## config.mk

```make
export PLATFORM = sky130hd
export DESIGN_NAME = uart_irq_id
export DESIGN_NICKNAME = d
export VERILOG_FILES = /design/src/rtl/uart_irq_pkg.sv /design/src/rtl/irq_rx_level.sv /design/src/rtl/irq_char_timer.sv /design/src/rtl/irq_prio.sv /design/src/rtl/uart_irq_id.sv
export SDC_FILE = /design/constraint.sdc
export NUM_CORES = 1
export LEC_CHECK = 0
export ABC_AREA = 1
export BUFFER_PORTS_ARGS = -buffer_cell sky130_fd_sc_hd__buf_2
export CORE_MARGIN = 2
export CORE_UTILIZATION = 40
export CTS_CLUSTER_DIAMETER = 30
export DETAILED_ROUTE_END_ITERATION = 7
export MAX_ROUTING_LAYER = met4
export SLEW_MARGIN = 10
export SYNTH_ARGS = -nofsm -noshare
export SYNTH_HDL_FRONTEND = slang
export SYNTH_SLANG_ARGS = --single-unit
```

## constraint.sdc

```tcl
create_clock -name clk -period 4.3 [get_ports clk]
set_input_delay 0.43 -clock clk [delete_from_list [all_inputs] [get_ports clk]]
set_output_delay 0.43 -clock clk [all_outputs]
set_load 0.01 [all_outputs]
```

## src/rtl/uart_irq_pkg.sv

```systemverilog
package uart_irq_pkg;
  localparam logic [3:0] CODE_LINE = 4'b0110;
  localparam logic [3:0] CODE_RXD  = 4'b0100;
  localparam logic [3:0] CODE_TMO  = 4'b1100;
  localparam logic [3:0] CODE_THRE = 4'b0010;
  localparam logic [3:0] CODE_MDM  = 4'b0000;
  localparam logic [3:0] CODE_NONE = 4'b0001;

  localparam int TICKS_PER_BIT = 16;
  localparam int TMO_CHARS     = 4;

  typedef struct packed {
    logic line;
    logic rxd;
    logic tmo;
    logic thre;
    logic mdm;
  } irq_src_t;

  function automatic logic [4:0] trig_level(input logic [1:0] sel);
    case (sel)
      2'b00:   trig_level = 5'd1;
      2'b01:   trig_level = 5'd4;
      2'b10:   trig_level = 5'd8;
      default: trig_level = 5'd14;
    endcase
  endfunction
endpackage

```

## src/rtl/irq_rx_level.sv

```systemverilog
module irq_rx_level
  import uart_irq_pkg::*;
#(
  parameter int CNT_W = 5
) (
  input  logic             fifo_mode,
  input  logic [1:0]       trig_sel,
  input  logic [CNT_W-1:0] rx_count,
  output logic             rx_data
);
  logic [CNT_W-1:0] level;

  always_comb begin
    level = CNT_W'(trig_level(trig_sel));
    if (fifo_mode) rx_data = (rx_count >= level);
    else           rx_data = (rx_count != '0);
  end
endmodule

```

## src/rtl/irq_char_timer.sv

```systemverilog
module irq_char_timer
  import uart_irq_pkg::*;
#(
  parameter int CNT_W   = 5,
  parameter int MAX_BITS = 12
) (
  input  logic             clk,
  input  logic             rst_n,
  input  logic             tick16,
  input  logic             fifo_mode,
  input  logic [CNT_W-1:0] rx_count,
  input  logic [1:0]       wlen,
  input  logic             par_en,
  input  logic             stop2,
  input  logic             rx_char,
  input  logic             rd_rbr,
  output logic             to_pend
);
  localparam int LIM_MAX = TMO_CHARS * TICKS_PER_BIT * MAX_BITS;
  localparam int TMR_W   = $clog2(LIM_MAX + 1);

  logic [TMR_W-1:0] cnt;
  logic [TMR_W-1:0] frame_ticks;
  logic [TMR_W-1:0] limit;
  logic             empty;

  always_comb begin
    frame_ticks = TMR_W'(TICKS_PER_BIT * (6 + int'(wlen) + int'(par_en)));
    if (!stop2)             frame_ticks = frame_ticks + TMR_W'(TICKS_PER_BIT);
    else if (wlen == 2'b00) frame_ticks = frame_ticks + TMR_W'(TICKS_PER_BIT + TICKS_PER_BIT / 2);
    else                    frame_ticks = frame_ticks + TMR_W'(2 * TICKS_PER_BIT);
    limit = TMR_W'(TMO_CHARS) * frame_ticks;
    empty = (rx_count == '0);
  end

  always_ff @(posedge clk) begin
    if (!rst_n) begin
      cnt     <= '0;
      to_pend <= 1'b0;
    end else if (!fifo_mode || empty) begin
      cnt     <= '0;
      to_pend <= 1'b0;
    end else if (rx_char || rd_rbr) begin
      cnt <= '0;
      if (rd_rbr) to_pend <= 1'b0;
    end else if (tick16 && !to_pend) begin
      if (cnt == limit - 1'b1) to_pend <= 1'b1;
      else                     cnt     <= cnt + 1'b1;
    end
  end

  AST_TMO_NEEDS_DATA: assert property (@(posedge clk) disable iff (!rst_n)
    empty |=> !to_pend);
  AST_TMO_QUIET_RISE: assert property (@(posedge clk) disable iff (!rst_n)
    $rose(to_pend) |-> $past(!rx_char && !rd_rbr));
endmodule

```

## src/rtl/irq_prio.sv

```systemverilog
module irq_prio
  import uart_irq_pkg::*;
(
  input  logic       clk,
  input  logic       rst_n,
  input  logic [3:0] ier_en,
  input  logic       fifo_mode,
  input  irq_src_t   src,
  input  logic       rd_iir,
  output logic       irq,
  output logic [7:0] iid
);
  logic [3:0] code;
  logic [7:0] live;
  logic [7:0] iid_q;

  always_comb begin
    if (ier_en[2] && src.line)                  code = CODE_LINE;
    else if (ier_en[0] && src.rxd)              code = CODE_RXD;
    else if (ier_en[0] && src.tmo && fifo_mode) code = CODE_TMO;
    else if (ier_en[1] && src.thre)             code = CODE_THRE;
    else if (ier_en[3] && src.mdm)              code = CODE_MDM;
    else                                        code = CODE_NONE;
    live = {fifo_mode ? 2'b11 : 2'b00, 2'b00, fifo_mode ? code[3] : 1'b0, code[2:0]};
    irq  = (ier_en[2] & src.line) | (ier_en[0] & (src.rxd | src.tmo)) |
           (ier_en[1] & src.thre) | (ier_en[3] & src.mdm);
  end

  always_ff @(posedge clk) begin
    if (!rst_n)       iid_q <= {4'b0000, CODE_NONE};
    else if (!rd_iir) iid_q <= live;
  end

  assign iid = iid_q;

  AST_IID_FROZEN: assert property (@(posedge clk) disable iff (!rst_n)
    (rd_iir && $past(rd_iir)) |-> $stable(iid_q));
endmodule

```

## src/rtl/uart_irq_id.sv

```systemverilog
module uart_irq_id
  import uart_irq_pkg::*;
#(
  parameter int CNT_W = 5
) (
  input  logic             clk,
  input  logic             rst_n,
  input  logic             tick16,
  input  logic [3:0]       ier_en,
  input  logic             fifo_mode,
  input  logic [1:0]       trig_sel,
  input  logic [CNT_W-1:0] rx_count,
  input  logic [1:0]       wlen,
  input  logic             par_en,
  input  logic             stop2,
  input  logic             rx_char,
  input  logic             err_evt,
  input  logic             tx_empty,
  input  logic [3:0]       modem_chg,
  input  logic             rd_rbr,
  input  logic             rd_iir,
  input  logic             rd_lsr,
  input  logic             rd_msr,
  input  logic             wr_thr,
  output logic             irq,
  output logic [7:0]       iid
);
  logic     line_pend, thre_pend, mdm_pend, tx_prev;
  logic     thre_set, thre_reported;
  logic     rx_data, to_pend;
  irq_src_t src;

  irq_rx_level #(.CNT_W(CNT_W)) u_lvl (
    .fifo_mode(fifo_mode), .trig_sel(trig_sel), .rx_count(rx_count), .rx_data(rx_data)
  );

  irq_char_timer #(.CNT_W(CNT_W)) u_tmr (
    .clk(clk), .rst_n(rst_n), .tick16(tick16), .fifo_mode(fifo_mode),
    .rx_count(rx_count), .wlen(wlen), .par_en(par_en), .stop2(stop2),
    .rx_char(rx_char), .rd_rbr(rd_rbr), .to_pend(to_pend)
  );

  assign thre_set      = tx_empty && !tx_prev;
  assign thre_reported = (iid[3:0] == CODE_THRE);

  always_ff @(posedge clk) begin
    if (!rst_n) begin
      line_pend <= 1'b0;
      thre_pend <= 1'b0;
      mdm_pend  <= 1'b0;
      tx_prev   <= 1'b0;
    end else begin
      tx_prev <= tx_empty;
      if (err_evt)     line_pend <= 1'b1;
      else if (rd_lsr) line_pend <= 1'b0;
      if (|modem_chg)  mdm_pend  <= 1'b1;
      else if (rd_msr) mdm_pend  <= 1'b0;
      if (thre_set)                           thre_pend <= 1'b1;
      else if (wr_thr || (rd_iir && thre_reported)) thre_pend <= 1'b0;
    end
  end

  always_comb begin
    src.line = line_pend;
    src.rxd  = rx_data;
    src.tmo  = to_pend;
    src.thre = thre_pend;
    src.mdm  = mdm_pend;
  end

  irq_prio u_prio (
    .clk(clk), .rst_n(rst_n), .ier_en(ier_en), .fifo_mode(fifo_mode),
    .src(src), .rd_iir(rd_iir), .irq(irq), .iid(iid)
  );

  AST_LINE_RAISES_IRQ: assert property (@(posedge clk) disable iff (!rst_n)
    (ier_en[2] && line_pend) |-> irq);
  AST_THR_WRITE_CLEARS: assert property (@(posedge clk) disable iff (!rst_n)
    (wr_thr && !thre_set) |=> !thre_pend);
endmodule

```

; Yosys cells after proc, flatten, opt, wreduce, memory -nomap -nowiden
; Cells that the tools add are included.
[word_totals]
ff_bits = 21
wordCells = 80
[op_classes]
addsub = 7
n_lt_le_gt_ge = 1
n_eq_ne = 5
mux = 21
bitwise_logic = 10
n_reduce_logical = 29
[op_table]
columns = operator, count
row1 = "adder 8 x 5 -> 8 bit, second input constant", 2
row2 = two-way mux 4 bit, 4
row3 = two-way mux 8 bit, 2
row4 = two-way mux 1 bit, 13
row5 = case mux 4 bit (3 select lines), 1
row6 = "adder 10 x 1 -> 10 bit, second input constant", 1
row7 = == test 10 bit, 1
row8 = nonzero test 2 bit, 5
row9 = "subtractor 10 x 1 -> 10 bit, second input constant", 1
row10 = logical AND 1 bit, 9
row11 = "adder 8 x 6 -> 8 bit, second input constant", 1
row12 = greater-or-equal comparator 5 x 4 -> 1 bit, 1
row13 = logical NOT 5 bit, 1
row14 = nonzero test 5 bit, 1
row15 = "adder 3 x 2 -> 4 bit, first input constant", 1
row16 = adder 4 x 2 -> 4 bit, 1
row17 = bitwise AND 1 bit, 4
row18 = "== test 4 x 2 -> 1 bit, second input constant", 1
row19 = logical NOT 2 bit, 2
row20 = bitwise OR 1 bit, 4
row21 = OR reduction 4 bit, 1
row22 = logical NOT 1 bit, 3
row23 = logical OR 1 bit, 3
row24 = AND reduction 3 bit, 1
row25 = other kinds (8), 9

; Longest topological paths before layout
[logic_depth]
depth_word = 10
depth_mapped = 18

; Modules after synthesis
; A second synthesis with hierarchy kept.
[unflattened]
hier_cells = 250
hier_area_um2 = 1551.5
[by_module_without_submodules]
columns = mod, instances, cells_per_inst, area_each_um2, seq_area_each_um2
row1 = irq_char_timer, 1, 158, 970.9, 220.2
row2 = irq_prio, 1, 38, 262.8, 100.1
row3 = uart_irq_id, 1, 27, 172.7, 80.1
row4 = irq_rx_level, 1, 27, 145.1, 0.0

; Least setup slack after synthesis
; No wires, ideal clock.
[synth_path]
path_kind = input -> register
start = in wlen[0]
end = reg u_tmr.cnt[0]
arrival_time_ps = 2112
required_time_ps = 4157
path_slack_ps = 2044
path_stages = 15
path_buffers = 1
path_cell_list = ha_1 -> inv_1 -> nand2_1 -> nand2_1 -> inv_1 -> ha_1 -> xor2_1 -> nand3_1 -> nor2_1 -> nand3_1 -> nor2_1 -> nand2_2 -> buf_6 -> nand3_2 -> a21oi_2
[synth_via]
elab_chain_len = 9
elab_cells_between_ends = 12
[synth_rtl]
columns = item, line_no
row1 = "start, declared", uart_irq_id.sv:13  ; input logic [1:0] wlen,
row2 = adder 3 x 2 -> 4 bit, irq_char_timer.sv:28  ; frame_ticks = TMR_W'(TICKS_PER_BIT * (6 + int'(wlen) + int'(par_en)));
row3 = adder 4 x 2 -> 4 bit, irq_char_timer.sv:28
row4 = adder 8 x 6 -> 8 bit or adder 8 x 5 -> 8 bit (tied branches), "irq_char_timer.sv:31, irq_char_timer.sv:30"
row5 = two-way mux 8 bit, irq_char_timer.sv:30  ; else if (wlen == 2'b00) frame_ticks = frame_ticks + TMR_W'(TICKS_PER_BIT + TICKS_PER_BIT / 2);
row6 = two-way mux 8 bit *, irq_char_timer.sv:29  ; if (!stop2) frame_ticks = frame_ticks + TMR_W'(TICKS_PER_BIT);
row7 = subtractor 10 x 1 -> 10 bit *, irq_char_timer.sv:47  ; if (cnt == limit - 1'b1) to_pend <= 1'b1;
row8 = == test 10 bit *, irq_char_timer.sv:47
row9 = inverter 1 bit (no source line) *, --
row10 = AND reduction 2 bit (no source line) *, --
row11 = "end signal, assigned", irq_char_timer.sv:48  ; else cnt <= cnt + 1'b1;
row12 = "end, declared", irq_char_timer.sv:22  ; logic [TMR_W-1:0] cnt;
; Every way passes the cells marked *; elsewhere a longest branch is shown, timed or not.
; A chain may end at the register's enable or synchronous reset.

; Worst setup path in the final report
; Ends and elaborated chain as after synthesis.

==> run summary <==
Setup TNS: 0 ps
Chip width: 68.40 µm
Pleak: 0.9287 nW
Sink Count: 20
Fmax: 390.4 MHz
Slowest stage delay, CP: 360 ps
N_diodes: 0
RSZ-0062 raised after global routing: false
Worst Hold Class: input port to register
Yosys top cell area share: 0.2413
First-pass GRT wire length: 5823 µm
Total CTS buffers: 3
Minimum clock period: 2562 ps
Post-DP HPWL: 2841 µm
Core box area: 0.004000 mm²
PwrDens: 260.2 mW/mm²
CP Capture Type: register
Most frequent cells in the layout: 63 x nand2_1, 37 x buf_2, 35 x inv_1
Cell taking the most area after synthesis: dfxtp_1
Top Ports: 40
Clock tree buffer depth: 2
WL final: 3562 µm
Setup CP Type: input port to register
Initial antenna violation count: 0
H-tree levels: 1
Netlist cell types: 30
Setup ws final: 1738 ps
GRT Resource Usage Total: 0.1653
CTS hold repair buffers: 0
Final setup viols: 0
Worst Path Required: 4490 ps
Die Ht: 68.40 µm
Initial Util: 0.4148
Final period util: 0.5957
Vias per inst: 4.666
Post-DRT Antenna Nets: 0
Area Overhead vs Synth: 16.89%
Area post-placement: 0.001868 mm²
Final hold vios: 0
Worst Max-Slew Pin Slew: 546.0 ps
Fin. max-slew vios: 0
1st-iter DRT viols: 57
Worst-path clk slew: 80 ps
Clk_skew: 4.345 ps
Top Family by Delay on Critical Path: simple AND/OR/NAND/NOR gates
Critical path arrival: 2750 ps
CP most frequent cell: nand2_1
Slowest CP cell: ha_1
Max_cap viols: 0
DRC viols: 0
Worst path cell trace: buf_2, ha_1, inv_1, nand2_1, nand2_1, inv_1, ha_1, xor2_1, nand3_1, nor2_1, nand3_1, nor2_1, nand2_2, nand2_2, nand2_1, a21oi_2
I/O Buffers: 37
Reg2Reg Setup Slack: 2210 ps
Post-CTS Resized: 0
Seq cells post-synth: 20
Avg WL per Cell: 10.63 µm
GR Overflow Total: 0
Layout net count: 328
Cells after synthesis: 249
Placed cells: 331
Largest fanout on the critical path: 11
Share of layout cells above drive strength 1: 0.2491
TritonCTS clock tree: done
Sequential area share after synthesis: 0.2413
Mean post-synth cell area: 6.663 µm²
Sequential Area: 400.4 µm²
Routability cong.: 0.8055
Slew headroom: 0.6360
Outcome: finished, final reports clean
Largest net degree at the start of global routing: 13
Root buffer cell: clkbuf_8
Fin area: 0.001939 mm²
Worst-skew pair later-pin latency: 260 ps
Synth area leaders: dfxtp_1 24%, nand2_1 14%, ha_1 8.3%
Die area: 0.004679 mm²
Pre-CTS setup slack: 1467 ps
Number of synthesis warnings: 0
Vias in the first global route: 1,372
Initial DRT Pass Iterations: 4
FILL cells: 441
Fin Hold WS: 360.6 ps
Num rows: 23
Cell area after synthesis: 0.001659 mm²
Footprint of the multi-input gates: 0.001085 mm²
Worst path bufs/invs: 3
Critical Path Source Type: input port
Via count: 1,563
VDD IR max: 0.2039 mV
Commonest non-fill, non-tap cell in the layout: nand2_1
Final instance count without filler cells: 335
Postcts setup bufs: 0
## registers in the layout, indices dropped and copies added, names as in the netlist
name / flops
u_tmr.cnt: 10
u_prio.iid: 5
thre_pend: 1
u_tmr.to_pend: 1
mdm_pend: 1
tx_prev: 1
line_pend: 1
## stage by stage
| step | total power [mW] | utilization |
|---|---|---|
| 2_1_floorplan | 0.2835 | - |
| 3_3_place_gp | 0.3186 | 0.4670 |
| 3_5_place_dp | 0.3190 | 0.4670 |
| 4_1_cts | 0.5113 | 0.4848 |
| 5_1_grt | 0.5366 | 0.4848 |
| 6_report | 0.5046 | 0.4848 |
## power by group
group	total [mW]	internal [mW]	switching [mW]
Combinational	0.121	0.0467	0.0742
Clock	0.190	0.124	0.0658
Sequential	0.194	0.190	0.00323
## worst register-to-register path: stages (launching register included)
cell     delay [ps]
dfxtp_1         420
ha_1            230
and3_1          240
nand3_1         100
nor2_1          150
nand3_1          90
nor2_1          130
nand2_2         220
nand2_2         250
nand2_1          90
a21oi_2         110
## final timing paths
path | from | endpoint | cells after the start
hold reg to reg | tx_prev | thre_pend | 1
setup / recovery | wlen[0] | u_tmr.cnt[0] | 16
setup reg to reg | u_tmr.cnt[0] | u_tmr.cnt[0] | 10
hold / removal | wr_thr | thre_pend | 2
## routing by layer
| metal | GRT usage | wire (µm) |
|---|---|---|
| met1 | 0.2319 | 1826 |
| met2 | 0.2488 | 1644 |
| met3 | 0.02467 | 72 |
| met4 | 0.03750 | 19 |
| met5 | - | 0 |
## cell type report
class	instances	share of cell area
Multi-Input combinational cell	188	0.5594
Tap cell	50	0.03226
Inverter	36	0.06968
Timing Repair Buffer	37	0.09548
Sequential cell	20	0.2065
Clock inverter	1	0.01548
Clock buffer	3	0.02129
## cells in the mapped netlist
master,count
nor2_1,18
nor3_1,4
or2_2,1
nand2_2,5
buf_6,1
ha_1,11
nor2_4,1
nand3_2,11
o211ai_1,1
nand3_1,24
dfxtp_1,20
o32ai_1,1
buf_4,3
inv_1,35
nand2_1,63
xnor2_1,2
nand4_1,5
inv_2,1
buf_1,1
o21ai_0,8
or3_1,1
and2_1,1
conb_1,1
a21oi_2,10
and3_1,1
xor2_1,8
buf_2,1
a21oi_1,8
nor4_1,1
o21ai_2,1
## logic make-up (layout without fill, tap and decap cells)
group           Yosys count  after routing  synth area share
buf+inv                  42             77            0.1071
simple gates            136            136            0.3975
flops                    20             20            0.2413
other cells               1              2          0.002260
compound gates           29             29            0.1161
fa+ha+maj                11             11           0.08296
xor+xnor                 10             10           0.05279
Note: power is estimated with default switching activity, not from simulation.
